===== config.mk =====
export PLATFORM = sky130hd
export DESIGN_NAME = mdio45_master
export DESIGN_NICKNAME = d
export VERILOG_FILES = /design/src/rtl/mdio45_pkg.sv /design/src/rtl/mdio45_ctrl.sv /design/src/rtl/mdio45_datapath.sv /design/src/rtl/mdio45_master.sv
export SDC_FILE = /design/constraint.sdc
export NUM_CORES = 1
export LEC_CHECK = 0
export ABC_AREA = 0
export ABC_CLOCK_PERIOD_IN_PS = 3700
export BUFFER_PORTS_ARGS = -buffer_cell sky130_fd_sc_hd__buf_2
export CAP_MARGIN = 0
export CORE_MARGIN = 8
export CORE_UTILIZATION = 60
export CTS_CLUSTER_DIAMETER = 30
export DETAILED_ROUTE_END_ITERATION = 6
export GPL_TIMING_DRIVEN = 0
export PLACE_DENSITY = 0.8
export REMOVE_ABC_BUFFERS = 1
export SYNTH_ARGS = -nofsm -noshare
export SYNTH_HDL_FRONTEND = slang
export SYNTH_SLANG_ARGS = --single-unit

===== constraint.sdc =====
create_clock -name clk -period 3.7 [get_ports clk]
set_input_delay 1.11 -clock clk [delete_from_list [all_inputs] [get_ports clk]]
set_output_delay 1.11 -clock clk [all_outputs]
set_load 0.02 [all_outputs]

===== src/rtl/mdio45_pkg.sv =====
package mdio45_pkg;
  localparam int PHY_W      = 5;
  localparam int REG_W      = 16;
  localparam int DIV_W      = 8;
  localparam int PRE_BITS   = 32;
  localparam int HDR_BITS   = 2 + 2 + PHY_W + PHY_W + 2;
  localparam int FRAME_BITS = HDR_BITS + REG_W;
  localparam int ALL_BITS   = PRE_BITS + FRAME_BITS;

  typedef enum logic [1:0] {
    SEL_STAT = 2'd0,
    SEL_CTRL = 2'd1,
    SEL_DATA = 2'd2,
    SEL_ADDR = 2'd3
  } regSel_e;

  // launch request handed from control to datapath
  typedef struct packed {
    logic             go;
    logic             rd;
    logic             pre;
    logic [1:0]       op;
    logic [PHY_W-1:0] prt;
    logic [PHY_W-1:0] dev;
    logic [REG_W-1:0] payload;
  } cmd_t;
endpackage


===== src/rtl/mdio45_ctrl.sv =====
module mdio45_ctrl
  import mdio45_pkg::*;
(
  input  logic             clk,
  input  logic             rstN,
  input  logic             regWe,
  input  logic [1:0]       regSel,
  input  logic [REG_W-1:0] regWdata,
  input  logic [1:0]       rdSel,
  output logic [31:0]      rdData,
  input  logic             frameDone,
  input  logic             rdBad,
  input  logic [REG_W-1:0] rdWord,
  output cmd_t             cmd,
  output logic [DIV_W-1:0] divHalf,
  output logic             adrBusy,
  output logic             dataBusy
);
  logic [14:0]      ctrlReg;
  logic [REG_W-1:0] dataReg;
  logic [REG_W-1:0] addrReg;
  logic             rdErr;
  logic             readPend;
  logic             busy;

  assign busy = adrBusy | dataBusy;

  always_ff @(posedge clk) begin
    if (!rstN) begin
      ctrlReg  <= '0;
      dataReg  <= '0;
      addrReg  <= '0;
      divHalf  <= '0;
      rdErr    <= 1'b0;
      readPend <= 1'b0;
      adrBusy  <= 1'b0;
      dataBusy <= 1'b0;
      cmd      <= '0;
    end else begin
      cmd.go <= 1'b0;
      if (frameDone) begin
        adrBusy  <= 1'b0;
        dataBusy <= 1'b0;
        if (readPend) begin
          readPend <= 1'b0;
          rdErr    <= rdBad;
          dataReg  <= rdBad ? '1 : rdWord;
        end
      end else if (regWe && !busy) begin
        case (regSel)
          SEL_STAT: divHalf <= regWdata[15:8];
          SEL_CTRL: begin
            ctrlReg <= regWdata[14:0];
            if (regWdata[15]) begin
              dataBusy <= 1'b1;
              readPend <= 1'b1;
              rdErr    <= 1'b0;
              cmd <= '{go: 1'b1, rd: 1'b1, pre: !regWdata[10],
                       op: (regWdata[14] ? 2'b10 : 2'b11),
                       prt: regWdata[9:5], dev: regWdata[4:0], payload: '1};
            end
          end
          SEL_DATA: begin
            dataReg  <= regWdata;
            dataBusy <= 1'b1;
            cmd <= '{go: 1'b1, rd: 1'b0, pre: !ctrlReg[10], op: 2'b01,
                     prt: ctrlReg[9:5], dev: ctrlReg[4:0], payload: regWdata};
          end
          default: begin
            addrReg <= regWdata;
            adrBusy <= 1'b1;
            cmd <= '{go: 1'b1, rd: 1'b0, pre: !ctrlReg[10], op: 2'b00,
                     prt: ctrlReg[9:5], dev: ctrlReg[4:0], payload: regWdata};
          end
        endcase
      end
    end
  end

  always_comb begin
    case (rdSel)
      SEL_STAT: rdData = {16'h0, divHalf, 6'b0, rdErr, adrBusy};
      SEL_CTRL: rdData = {16'h0, 1'b0, ctrlReg};
      SEL_DATA: rdData = {dataBusy, 15'b0, dataReg};
      default:  rdData = {16'h0, addrReg};
    endcase
  end
endmodule


===== src/rtl/mdio45_datapath.sv =====
module mdio45_datapath
  import mdio45_pkg::*;
(
  input  logic             clk,
  input  logic             rstN,
  input  cmd_t             cmd,
  input  logic [DIV_W-1:0] divHalf,
  input  logic             mdioIn,
  output logic             mdc,
  output logic             mdioOut,
  output logic             mdioOe,
  output logic             frameDone,
  output logic             rdBad,
  output logic [REG_W-1:0] rdWord
);
  localparam int LEFT_W  = $clog2(ALL_BITS + 1);
  localparam int TA1_LEFT = REG_W + 2;
  localparam int TA2_LEFT = REG_W + 1;

  logic                  active;
  logic                  isRead;
  logic [DIV_W-1:0]      tick;
  logic [ALL_BITS-1:0]   shifter;
  logic [LEFT_W-1:0]     left;
  logic [FRAME_BITS-1:0] frameWord;

  assign frameWord = {2'b00, cmd.op, cmd.prt, cmd.dev, 2'b10, cmd.payload};

  always_ff @(posedge clk) begin
    if (!rstN) begin
      active    <= 1'b0;
      isRead    <= 1'b0;
      tick      <= '0;
      mdc       <= 1'b0;
      shifter   <= '0;
      left      <= '0;
      frameDone <= 1'b0;
      rdBad     <= 1'b0;
      rdWord    <= '0;
    end else begin
      frameDone <= 1'b0;
      if (cmd.go) begin
        active  <= 1'b1;
        isRead  <= cmd.rd;
        tick    <= '0;
        mdc     <= 1'b0;
        rdBad   <= 1'b0;
        rdWord  <= '0;
        left    <= cmd.pre ? LEFT_W'(ALL_BITS) : LEFT_W'(FRAME_BITS);
        shifter <= cmd.pre ? {{PRE_BITS{1'b1}}, frameWord}
                           : {frameWord, {PRE_BITS{1'b0}}};
      end else if (active) begin
        if (tick == divHalf) begin
          tick <= '0;
          mdc  <= ~mdc;
          if (!mdc) begin
            // rising edge: sample
            if (isRead && left == LEFT_W'(TA2_LEFT)) rdBad <= mdioIn;
            if (isRead && left <= LEFT_W'(REG_W)) rdWord <= {rdWord[REG_W-2:0], mdioIn};
          end else begin
            // falling edge: advance
            shifter <= shifter << 1;
            left    <= left - 1'b1;
            if (left == LEFT_W'(1)) begin
              active    <= 1'b0;
              frameDone <= 1'b1;
            end
          end
        end else begin
          tick <= tick + 1'b1;
        end
      end
    end
  end

  assign mdioOut = shifter[ALL_BITS-1];
  assign mdioOe  = active && !(isRead && left <= LEFT_W'(TA1_LEFT));
endmodule


===== src/rtl/mdio45_master.sv =====
module mdio45_master
  import mdio45_pkg::*;
(
  input  logic             clk,
  input  logic             rstN,
  input  logic             regWe,
  input  logic [1:0]       regSel,
  input  logic [REG_W-1:0] regWdata,
  input  logic [1:0]       rdSel,
  output logic [31:0]      rdData,
  output logic             mdc,
  output logic             mdioOut,
  output logic             mdioOe,
  input  logic             mdioIn
);
  cmd_t             cmd;
  logic [DIV_W-1:0] divHalf;
  logic             adrBusy;
  logic             dataBusy;
  logic             frameDone;
  logic             rdBad;
  logic [REG_W-1:0] rdWord;

  mdio45_ctrl uCtrl (
    .clk(clk), .rstN(rstN), .regWe(regWe), .regSel(regSel), .regWdata(regWdata),
    .rdSel(rdSel), .rdData(rdData), .frameDone(frameDone), .rdBad(rdBad),
    .rdWord(rdWord), .cmd(cmd), .divHalf(divHalf), .adrBusy(adrBusy),
    .dataBusy(dataBusy)
  );

  mdio45_datapath uPath (
    .clk(clk), .rstN(rstN), .cmd(cmd), .divHalf(divHalf), .mdioIn(mdioIn),
    .mdc(mdc), .mdioOut(mdioOut), .mdioOe(mdioOe), .frameDone(frameDone),
    .rdBad(rdBad), .rdWord(rdWord)
  );
endmodule


After elaboration in Yosys (flattened, before gate mapping)
Index checks and enable logic that the tools add are counted.
{"block": "classes", "add_sub_neg": 2, "magnitude_cmp": 2, "n_eq_ne": 9, "mux": 33, "bitwise_logic": 9, "n_reduce_logical": 37}
{"cell": "64-bit 2-to-1 mux", "n": 5}
{"cell": "32-bit one-hot mux with 3 select lines", "n": 1}
{"cell": "31-bit one-hot mux with 3 select lines", "n": 1}
{"cell": "16-bit 2-to-1 mux", "n": 5}
{"cell": "7-bit 2-to-1 mux", "n": 5}
{"cell": "31-bit 2-to-1 mux", "n": 1}
{"cell": "3-bit AND reduction", "n": 7}
{"cell": "4-bit AND reduction", "n": 4}
{"cell": "2-bit nonzero test", "n": 8}
{"cell": "7-bit by 5-bit less-or-equal comparator with 1-bit output, second input constant", "n": 2}
{"cell": "1-bit 2-to-1 mux", "n": 13}
{"cell": "8-bit by 1-bit adder with 8-bit output, second input constant", "n": 1}
{"cell": "8-bit equality test", "n": 1}
{"cell": "8-bit 2-to-1 mux", "n": 1}
{"cell": "1-bit NOT", "n": 8}
{"cell": "7-bit by 1-bit equality test with 1-bit output, second input constant", "n": 1}
{"cell": "7-bit by 5-bit equality test with 1-bit output, second input constant", "n": 1}
{"cell": "7-bit by 1-bit subtractor with 7-bit output, second input constant", "n": 1}
{"cell": "3-bit OR reduction", "n": 2}
{"cell": "1-bit logical AND", "n": 5}
{"cell": "5-bit OR reduction", "n": 1}
{"cell": "2-bit by 1-bit equality test with 1-bit output, second input constant", "n": 2}
{"cell": "2-bit equality test, second input constant", "n": 2}
{"cell": "1-bit zero test", "n": 4}
{"cell": "other kinds (6)", "n": 10}
{"block": "totals", "register_bits": 190, "inputBits": 24}

Logic depth before layout (Yosys ltp)
{"block": "depth", "word_depth": 6, "mapped_depth": 7}

Cells and area by module
Synthesis repeated with hierarchy kept, for this count alone.
{"block": "unflattened", "hier_cells": 978, "hier_area_um2": 8573.2}
{"mod": "mdio45_datapath", "instances": 1, "cells_per_inst": 531, "area_each_um2": 4434.3, "seq_area_each_um2": 2001.9}
{"mod": "mdio45_ctrl", "instances": 1, "cells_per_inst": 447, "area_each_um2": 4139.0, "seq_area_each_um2": 1781.7}

Least setup slack after synthesis
OpenSTA, ideal clock, no wires.
{"block": "synth_path", "kind": "input to output", "from": "input port rdSel[0]", "to": "output port rdData[14]", "t_arrival_ps": 2412, "t_required_ps": 2590, "path_slack_ps": 178, "path_stages": 3, "cell_sequence": "buf_2 -> clkbuf_1 -> mux4_1"}
{"block": "synth_between", "elab_chain_len": 2, "word_cells_on_any_way": 4, "classes_between": "eq/ne (2); mux (1); reduce/logical (1)"}
{"element": "from (decl)", "line_no": "mdio45_master.sv:9", "source": "input logic [1:0] rdSel,"}
{"element": "2-bit equality test (tied with other cells)", "line_no": "mdio45_ctrl.sv:81", "source": "case (rdSel)"}
{"element": "32-bit one-hot mux with 3 select lines *", "line_no": "mdio45_ctrl.sv:81"}
{"element": "to (decl)", "line_no": "mdio45_master.sv:10", "source": "output logic [31:0] rdData,"}
Every way passes the cells marked *; elsewhere a longest branch is shown, timed or not.

Final worst setup path
Same ends and word-level chain as after synthesis.

==> Flow_metrics.wiki <==
{| class="wikitable"
! Metric !! Value
|-
| Fmax || 283.0 MHz
|-
| Routed WL || 21340 µm
|-
| Final hold vios || 0
|-
| MaxCap Viol Count || 0
|-
| Measured slew at the worst slew-check pin || 1404 ps
|-
| Area used by sequential logic in the layout || 0.003787 mm²
|-
| Die area || 0.01829 mm²
|-
| Vertical die dimension || 135.2 µm
|-
| Cell variety after synth || 57
|-
| Cell-by-cell listing of the critical path || buf_2 > mux4_1 > buf_2
|-
| Share of synthesized cell area in full adder, half adder and majority cells || 0.5868%
|-
| Fill count || 1134
|-
| Number of buffers on the longest clock path || 2
|-
| Antenna-violating nets left || 0
|-
| Register area share after synthesis || 44.36%
|-
| Worst relative slew slack || 6.030%
|-
| Compound-Gate Fraction of Synth Area || 21.20%
|-
| Crit path DAT || 2420 ps
|-
| Top cell by count, worst path || buf_2
|-
| Final weighted congestion in routability-driven placement || 0.8446
|-
| Number of nets in the layout || 1040
|-
| Post-layout worst setup margin || 166.1 ps
|-
| Avg Cell Area, Syn || 8.289 µm²
|-
| Hold Path Depth || 2
|-
| Status || completed
|-
| Type of the worst setup path || primary input to output port
|-
| First drt pass iteration count || 6
|-
| Critical path buffers and inverters || 2
|-
| Starting DRT DRC Count || 878
|-
| Kind of end point of the critical path || output port
|-
| Total routing resource utilization after global routing || 23.37%
|-
| I/O pin cnt || 59
|-
| Kind of launch point of the worst setup path || primary input
|-
| Count of yosys warnings during synthesis || 0
|-
| Static power due to leakage || 0.003382 µW
|-
| Pins over their slew limit || 0
|-
| Largest family of logic cells by synthesized area || compound AO/OA/AOI/OAI gates
|-
| Buffer cell driving the clock tree root || clkbuf_16
|-
| N_diodes || 0
|-
| Footprint of the multi-input gates || 0.004228 mm²
|-
| Fraction of synthesis flops using an asynchronous set or reset pin || 0%
|-
| Initial standard-cell utilization of the core || 61.45%
|-
| Aggregate global routing overflow || 0
|-
| Core region area || 0.01388 mm²
|-
| Fraction of final layout cells with drive strength greater than 1 || 11.41%
|-
| Most frequent standard cell in the layout excluding fill and tap cells || dfxtp_1
|-
| Synth-to-layout area growth || 8.934%
|-
| Vias in the first global route || 7001
|-
| Via density per instance || 6.256
|-
| Worst clock skew || 10.60 ps
|-
| TritonCTS clock tree || built
|-
| Number of rows in the core area || 43
|-
| HPWL Detailed || 13300 µm
|-
| Post-synthesis mux area share || 5.574%
|-
| Wire per inst || 17.71 µm
|-
| Total negative setup slack || 0 ps
|-
| Category of cells accounting for the largest share of critical-path delay || multiplexers
|-
| Pin count of the biggest net entering global routing || 85
|-
| Netlist Area Pre-Place || 0.008529 mm²
|-
| Crit path largest cell delay || 660 ps
|-
| Post-CTS Repair Setup Buffers || 0
|-
| WP data required || 2590 ps
|-
| Post-placement worst setup slack || 37.09 ps
|-
| Final routed DRC violation total || 0
|-
| Initial antenna violation count || 0
|-
| Class of the tightest hold or removal check || flip-flop to flip-flop
|-
| Setup-violating endpoint count in the final report || 0
|-
| Cell at the slowest stage of the critical path || mux4_1
|-
| Peak supply drop || 0.3826 mV
|-
| TritonCTS sink count || 189
|-
| Synthesized instance count || 1029
|-
| Die span in x || 135.2 µm
|-
| Ratio of final minimum period to clock period || 95.51%
|-
| Flip-flop and latch count after synthesis || 189
|-
| Clock Latency Late Sink || 430 ps
|-
| Number of flops mapped to enable cells by yosys || 0
|-
| Largest fanout on the critical path || 19
|-
| Stages on worst setup path || 3
|-
| Shortest period the worst path allows || 3534 ps
|-
| Post-Synth XOR/XNOR Area || 1.746%
|-
| Deepest level of the CTS H-tree || 4
|-
| RSZ-0062 raised after global routing || no
|-
| Total power divided by cell area || 465.4 mW/mm²
|-
| Port Buffers || 43
|-
| Worst reg2reg path depth || 6
|-
| Flip-flop cell with the highest count after synthesis || dfxtp_1
|-
| Number of clock buffers inserted by TritonCTS || 17
|-
| Clock slew at the register clock pins of the worst setup and hold paths || 60 ps
|-
| Area share of and/or/nand/nor cells after synthesis || 19.41%
|-
| Most used cells in the layout excluding fill and tap cells || 186 x dfxtp_1, 134 x nand2_1, 100 x nor2_1, 76 x nand3_1, 73 x a21oi_1
|-
| First-pass GRT wire length || 35130 µm
|-
| Via count || 7539
|-
| Overall power consumption || 4324 µW
|}
logic make-up after synthesis:
group,after synthesis
xor+xnor,17
fa+ha+maj,4
compound gates,284
flops,189
mux,35
other cells,1
buf+inv,139
simple gates,360
sequential cells by signal, summed over array words and instances, names as in the netlist:
signal and flops:
uPath.mdc 1, uCtrl.dataBusy 1, uCtrl.ctrlReg 15, uPath.frameDone 1, uCtrl.readPend 1, uPath.isRead 1
uPath.left 7, uPath.shifter 64, uPath.tick 8, uPath.active 1, uCtrl.addrReg 16, uCtrl.rdErr 1
uCtrl.cmd 30, uPath.rdWord 16, uCtrl.divHalf 8, uPath.rdBad 1, uCtrl.adrBusy 1, uCtrl.dataReg 16
worst reg2reg max path, cell delays in order (launching register included):
cell	delay (ps)
dfxtp_2	540
nor4b_4	790
buf_8	250
nand2_1	100
nor2_1	1090
nand2_1	200
a21oi_1	200
synthesized netlist by cell type, drive strengths merged, types with 14 or more instances:
master,number,share of area (%)
a211oi,17,1.5
a21oi,74,4.4
a221oi,35,3.6
a31oi,50,3.7
buf,33,2.4
clkbuf,67,2.9
dfxtp,189,44
inv,38,1.7
mux2i,19,2.2
nand2,135,5.9
nand3,76,4.5
nor2,100,4.4
nor3,14,0.95
o211ai,28,2.5
o21ai,61,3.6
layout make-up:
type	instances	area share, %
Multi-Input combinational cell	715	45.50
Sequential cell	189	40.76
Clock buffer	26	5.481
Timing Repair Buffer	50	3.865
Tap cell	180	2.424
Inverter	39	1.602
Clock inverter	6	0.3636
where the power goes:
group          switching, µW  internal, µW  total [µW]
combinational            290           144         433
sequential              71.9          2120        2190
clock                    756           946        1700
stage by stage:
step | hold WS (ps) | instances | cell area [µm²] | utilization [%]
6_report | 452.8 | 1205 | 9291 | 66.94
5_1_grt | 466.6 | 1205 | 9291 | 66.94
4_1_cts | 453.6 | 1205 | 9284 | 66.88
3_5_place_dp | 443.3 | 1173 | 8741 | 62.97
3_3_place_gp | 438.1 | 1166 | 8564 | 61.70
2_1_floorplan | 431.2 | 943 | 8124 | -
layer usage:
| layer | vias up | part of all wire (%) | global-route usage, % |
|---|---|---|---|
| met4 | 0 | 1.6 | 8.452 |
| met5 | - | 0 | 0 |
| li1 | 3620 | - | - |
| met1 | 3613 | 44 | 31.15 |
| met2 | 275 | 48 | 37.06 |
| met3 | 31 | 7.0 | 4.340 |
repair_timing:
action | 4_1_cts | 5_1_grt
setup endpoints to repair | 0 | 3
resized for setup | 0 | 2
hold buffers | 0 | 0
worst paths after layout:
path,from,to,slack [ps]
worst max register to register,uPath.frameDone,uCtrl.addrReg[5],460
worst min register to register,uCtrl.addrReg[9],uCtrl.addrReg[9],450
worst max-delay path,rdSel[0],rdData[14],170
worst min-delay path,uCtrl.addrReg[9],uCtrl.addrReg[9],450
Power figures use the tool's default switching activity.
